## config.mk

```make
export PLATFORM = sky130hd
export DESIGN_NAME = fe_sync_mem
export DESIGN_NICKNAME = d
export VERILOG_FILES = /design/src/rtl/fe_sync_mem.sv
export SDC_FILE = /design/constraint.sdc
export NUM_CORES = 2
export LEC_CHECK = 0
export BUFFER_PORTS_ARGS = -buffer_cell sky130_fd_sc_hd__buf_2
export CAP_MARGIN = 10
export CORE_MARGIN = 1.5
export CORE_UTILIZATION = 40
export CTS_CLUSTER_DIAMETER = 30
export CTS_CLUSTER_SIZE = 28
export DETAILED_ROUTE_END_ITERATION = 10
export GPL_TIMING_DRIVEN = 0
export PLACE_DENSITY = 0.57
export SLEW_MARGIN = 5
export SYNTH_ARGS = -nofsm -noshare
export SYNTH_HDL_FRONTEND = slang
export SYNTH_SLANG_ARGS = --single-unit
```

## constraint.sdc

```tcl
create_clock -name clk -period 17.7 [get_ports clk]
set_input_delay 3.54 -clock clk [delete_from_list [all_inputs] [get_ports clk]]
set_output_delay 3.54 -clock clk [all_outputs]
set_load 0.01 [all_outputs]
```

## src/rtl/fe_sync_mem.sv

```systemverilog
module fe_sync_mem #(
  parameter int ADDR_W = 4,
  parameter int DATA_W = 64,
  parameter int ID_W   = 4,
  parameter int QDEPTH = 8
) (
  input  logic              clk,
  input  logic              rst_n,
  input  logic              req_valid,
  output logic              req_ready,
  input  logic [2:0]        req_op,
  input  logic [ADDR_W-1:0] req_addr,
  input  logic [DATA_W-1:0] req_wdata,
  input  logic [ID_W-1:0]   req_id,
  output logic              rsp_valid,
  output logic [DATA_W-1:0] rsp_data,
  output logic [ID_W-1:0]   rsp_id,
  input  logic              init_en,
  input  logic [ADDR_W-1:0] init_addr,
  input  logic [DATA_W-1:0] init_data
);
  localparam int WORDS = 1 << ADDR_W;
  localparam int CNT_W = $clog2(QDEPTH + 1);
  localparam int QI_W  = (QDEPTH > 1) ? $clog2(QDEPTH) : 1;

  localparam logic [2:0] OP_RDKEEP = 3'd0;
  localparam logic [2:0] OP_RDTAKE = 3'd1;
  localparam logic [2:0] OP_PUTFIL = 3'd2;
  localparam logic [2:0] OP_PUTWE  = 3'd3;
  localparam logic [2:0] OP_PUTCLR = 3'd4;

  logic [DATA_W-1:0] mem [WORDS];
  logic [WORDS-1:0]  tag;

  logic [2:0]        q_op   [QDEPTH];
  logic [ADDR_W-1:0] q_addr [QDEPTH];
  logic [DATA_W-1:0] q_data [QDEPTH];
  logic [ID_W-1:0]   q_id   [QDEPTH];
  logic [CNT_W-1:0]  q_cnt;

  function automatic logic cond_ok(input logic [2:0] op, input logic t);
    case (op)
      OP_RDKEEP, OP_RDTAKE: cond_ok = t;
      OP_PUTWE:             cond_ok = !t;
      OP_PUTFIL, OP_PUTCLR: cond_ok = 1'b1;
      default:              cond_ok = 1'b0;
    endcase
  endfunction

  function automatic logic after_tag(input logic [2:0] op);
    after_tag = (op == OP_RDKEEP) || (op == OP_PUTFIL) || (op == OP_PUTWE);
  endfunction

  logic            q_hit;
  logic [QI_W-1:0] q_sel;
  logic            addr_waiting;

  always_comb begin
    q_hit = 1'b0;
    q_sel = '0;
    addr_waiting = 1'b0;
    for (int i = QDEPTH - 1; i >= 0; i--) begin
      if (i < int'(q_cnt) && cond_ok(q_op[i], tag[q_addr[i]])) begin
        q_hit = 1'b1;
        q_sel = QI_W'(i);
      end
      if (i < int'(q_cnt) && q_addr[i] == req_addr)
        addr_waiting = 1'b1;
    end
  end

  assign req_ready = (q_cnt != CNT_W'(QDEPTH));

  logic accept, op_legal, new_direct, new_enq, cmp_fire;
  assign accept     = req_valid && req_ready;
  assign op_legal   = (req_op <= OP_PUTCLR);
  assign new_direct = accept && op_legal && !q_hit && !addr_waiting &&
                      cond_ok(req_op, tag[req_addr]);
  assign new_enq    = accept && op_legal && !new_direct;
  assign cmp_fire   = q_hit || new_direct;

  logic [2:0]        cmp_op;
  logic [ADDR_W-1:0] cmp_addr;
  logic [DATA_W-1:0] cmp_data;
  logic [ID_W-1:0]   cmp_id;
  assign cmp_op   = q_hit ? q_op[q_sel]   : req_op;
  assign cmp_addr = q_hit ? q_addr[q_sel] : req_addr;
  assign cmp_data = q_hit ? q_data[q_sel] : req_wdata;
  assign cmp_id   = q_hit ? q_id[q_sel]   : req_id;

  logic cmp_is_load;
  assign cmp_is_load = (cmp_op == OP_RDKEEP) || (cmp_op == OP_RDTAKE);

  logic [CNT_W-1:0] wpos;
  assign wpos = q_cnt - CNT_W'(q_hit);

  always_ff @(posedge clk) begin
    if (!rst_n) begin
      q_cnt <= '0;
      for (int i = 0; i < QDEPTH; i++) begin
        q_op[i]   <= '0;
        q_addr[i] <= '0;
        q_data[i] <= '0;
        q_id[i]   <= '0;
      end
    end else begin
      if (q_hit) begin
        for (int i = 0; i < QDEPTH - 1; i++) begin
          if (i >= int'(q_sel)) begin
            q_op[i]   <= q_op[i+1];
            q_addr[i] <= q_addr[i+1];
            q_data[i] <= q_data[i+1];
            q_id[i]   <= q_id[i+1];
          end
        end
      end
      if (new_enq) begin
        q_op[QI_W'(wpos)]   <= req_op;
        q_addr[QI_W'(wpos)] <= req_addr;
        q_data[QI_W'(wpos)] <= req_wdata;
        q_id[QI_W'(wpos)]   <= req_id;
      end
      q_cnt <= q_cnt - CNT_W'(q_hit) + CNT_W'(new_enq);
    end
  end

  always_ff @(posedge clk) begin
    if (!rst_n) begin
      tag <= '0;
      for (int w = 0; w < WORDS; w++) mem[w] <= '0;
      rsp_valid <= 1'b0;
      rsp_data  <= '0;
      rsp_id    <= '0;
    end else begin
      rsp_valid <= cmp_fire;
      if (cmp_fire) begin
        rsp_id   <= cmp_id;
        rsp_data <= cmp_is_load ? mem[cmp_addr] : cmp_data;
        if (!cmp_is_load) mem[cmp_addr] <= cmp_data;
        tag[cmp_addr] <= after_tag(cmp_op);
      end
      if (init_en) begin
        mem[init_addr] <= init_data;
        tag[init_addr] <= 1'b1;
      end
    end
  end
endmodule

```

==> flow_metrics.py <==
metrics = {
    "route": {
        "ant_nets": 0,
        "drtPass1Iterations": 9,
        "vias_per_cell": 5.94,
        "vias": 80878,
        "drc": 0,
        "wire_per_inst_um": 27.4,
        "wirelength_mm": 374,
        "dr.first_iter.drc_count": 11417,
    },
    "yosys": {
        "syn_area_sq_um": 87800,
        "synth_area_leaders": "edfxtp_1 (53%), nand2_1 (14%), o21ai_0 (7.5%)",
        "yosys_most_used_dff": "edfxtp_1",
        "postSynth.asyncResetShare": 0,
        "synth_nets": 9855,
        "yosysWarnings": 0,
        "yosysTopAreaCell": "edfxtp_1",
        "synth.top_cell.area_share": 0.530,
        "synth_edf_count": 1549,
        "avgSynthCellArea_sq_um": 9.05,
        "synth.yosys.seq_area_share": 0.567,
        "ys_ff_latch": 1713,
        "synth_cells": 9704,
        "ys_types": 75,
    },
    "timing": {
        "fin_crit_sh": 0.569,
        "hold_viol_final": 0,
        "period_needed_ps": 10080,
        "rsz0062_at_grt": "no",
        "worst_pin_slew_ps": 1480,
        "slew_headroom": 0.0108,
        "setup_violations": 0,
        "fin_skew_ps": 72.6,
        "max_freq_ghz": 0.0993,
        "final_max_slew_viol_count": 0,
    },
    "final_layout": {
        "utilization": 0.500,
        "nets": 10512,
        "fin_area_sq_um": 109000,
        "multi_input_area_sq_um": 33600,
        "drive_gt1_frac": 0.116,
        "n_fill_cell": 20071,
        "synthToLayoutAreaGrowth_pct": 24.0,
        "regArea_sq_um": 49800,
    },
    "global_route": {
        "grtUsageTotal": 0.326,
        "grt_pass1_vias": 78172,
        "grt_pass1_wl_mm": 531,
        "antenna_found_initial": 77,
        "grt-ovfl-total": 0,
        "grt_max_degree": 42,
    },
    "job": {
        "maxCapViolCount": 1,
    },
    "cts": {
        "clk_path_buf_depth": 4,
        "ctsRootBufferMaster": "clkbuf_16",
        "post_cts_buffers": 0,
        "ctsHtreeMaxLevel": 5,
        "cts_hold_buf": 0,
        "cts-buffers-inserted": 439,
        "clk_pin_slew_worst_paths_ps": 40,
        "cts_tree": "yes",
        "cts.sinks": 1713,
        "clk_latency_ps": 1010,
        "postCtsResizedCells": 0,
    },
    "floorplanning": {
        "rows": 171,
        "initial_core_util": 0.403,
        "ios": 217,
        "dieArea_sq_um": 222000,
        "die_h_um": 471,
        "coreArea_sq_um": 218000,
        "die_width_um": 471,
    },
    "critical_path": {
        "cp_data_required_time_ps": 18330,
        "critPathLaunchType": "input port",
        "critical_path_arrival_ps": 10700,
        "endpoint_kind": "flip-flop",
        "setup.worst_path.class": "in2reg",
        "crit_fanout": 13,
    },
    "placed_design": {
        "io_buffers": 84,
        "dpl_cell_area_sq_um": 93500,
        "hpwl_mm": 271,
        "place_congestion": 0.963,
    },
    "min_path": {
        "hold_path.class": "reg2reg",
    },
    "outcome": {
        "status": "finished, violations left",
        "violations": "capacitance limit",
    },
}
-- flip-flops by register name (all words and copies together), names as in the netlist --
signal / cells
q_op: 24
q_addr: 32
rsp_data: 64
q_cnt: 4
tag: 16
q_data: 512
rsp_valid: 1
mem: 1024
rsp_id: 4
q_id: 32
-- layout make-up --
| type | instances | area share |
|---|---|---|
| flip-flops and latches | 1713 | 0.458 |
| multi-input cells | 6901 | 0.309 |
| clock buffers | 552 | 0.109 |
| plain buffers | 1082 | 0.0413 |
| well taps | 2854 | 0.0328 |
| clock inverters | 250 | 0.0304 |
| repair buffers | 216 | 0.0185 |
| diodes | 40 | 0.000920 |
| inverters | 8 | 0.000276 |
-- critical path, stage by stage --
cell and delay [ps]:
buf_2 120, buf_1 530, mux4_2 590, mux4_2 550, o21a_1 240, o2111ai_2 700, nor2_1 80, nor2_1 220
nand3_1 290, nor3_2 840, clkbuf_1 1000, clkbuf_1 610, nand4b_1 480, buf_8 210, buf_8 190, buf_6 210
buf_6 220
-- path summary, 6_finish.rpt --
path / from / to / slack, ps / depth (start not counted)
setup / recovery: req_addr[0] / q_data[2][19] / 7620 / 17
hold / removal: rsp_data[55] / rsp_data[55] / 480 / 2
setup reg to reg: q_addr[7][0] / q_data[4][18] / 9220 / 19
hold reg to reg: rsp_data[55] / rsp_data[55] / 480 / 2
-- cell families after synthesis --
| group | share of synthesized area |
|---|---|
| AOI/OAI and AO/OA | 0.173 |
| buffers and inverters | 0.0512 |
| adders and majority gates | 0.000570 |
| and+or+nand+nor | 0.190 |
| muxes | 0.0147 |
| DFF | 0.567 |
| xor gates and xnor gates | 0.00369 |
-- cell usage in the layout (no fill, tap or decap), types with 53 or more instances in the layout --
master,synthesis,final
o21ai_1,385,385
clkbuf_16,0,444
a21oi_1,588,588
or3_1,75,75
edfxtp_1,1549,1549
a211oi_1,71,71
clkinv_2,0,70
and3_1,68,68
clkinv_1,0,53
o21ai_0,1316,1316
buf_2,200,284
bufinv_16,0,78
o211ai_1,73,73
nand2_1,3369,3369
a22o_1,226,226
clkbuf_1,744,793
buf_4,5,76
nand3_1,320,313
buf_1,114,114
and4_1,64,64
dfxtp_1,164,164
-- metrics by stage --
step                      setup TNS (ps)  cells  setup slack, ps  hold WS [ps]
final                                  0  13616             7620           477
after global routing                   0  13595             7580           496
after CTS                              0  13574             7930           478
after detailed placement               0  12772             6990           469
after global placement           -671100  12642            -6060           471
after floorplan                        0   9704             3040           462
-- routing by layer --
metal,part of all wire,global-route usage,wire length (um)
met5,0.00082,0,308
met4,0.063,0.192,23400
met2,0.45,0.516,170000
met1,0.36,0.396,136000
met3,0.12,0.0954,44600
-- cell usage after synthesis (42+ instances only) --
cell type and n:
and4_1 64, nand2_1 3369, o21ai_0 1316, buf_2 200
clkbuf_1 744, edfxtp_1 1549, and3_1 68, buf_1 114
o21ai_1 385, or3_1 75, dfxtp_1 164, o211ai_1 73
a21oi_1 588, a211oi_1 71, mux4_2 43, a22o_1 226
nor2_1 42, nand3_1 320
Power is not shown: default switching activity piles up to over one toggle a cycle in this logic, so the estimate is an artifact.
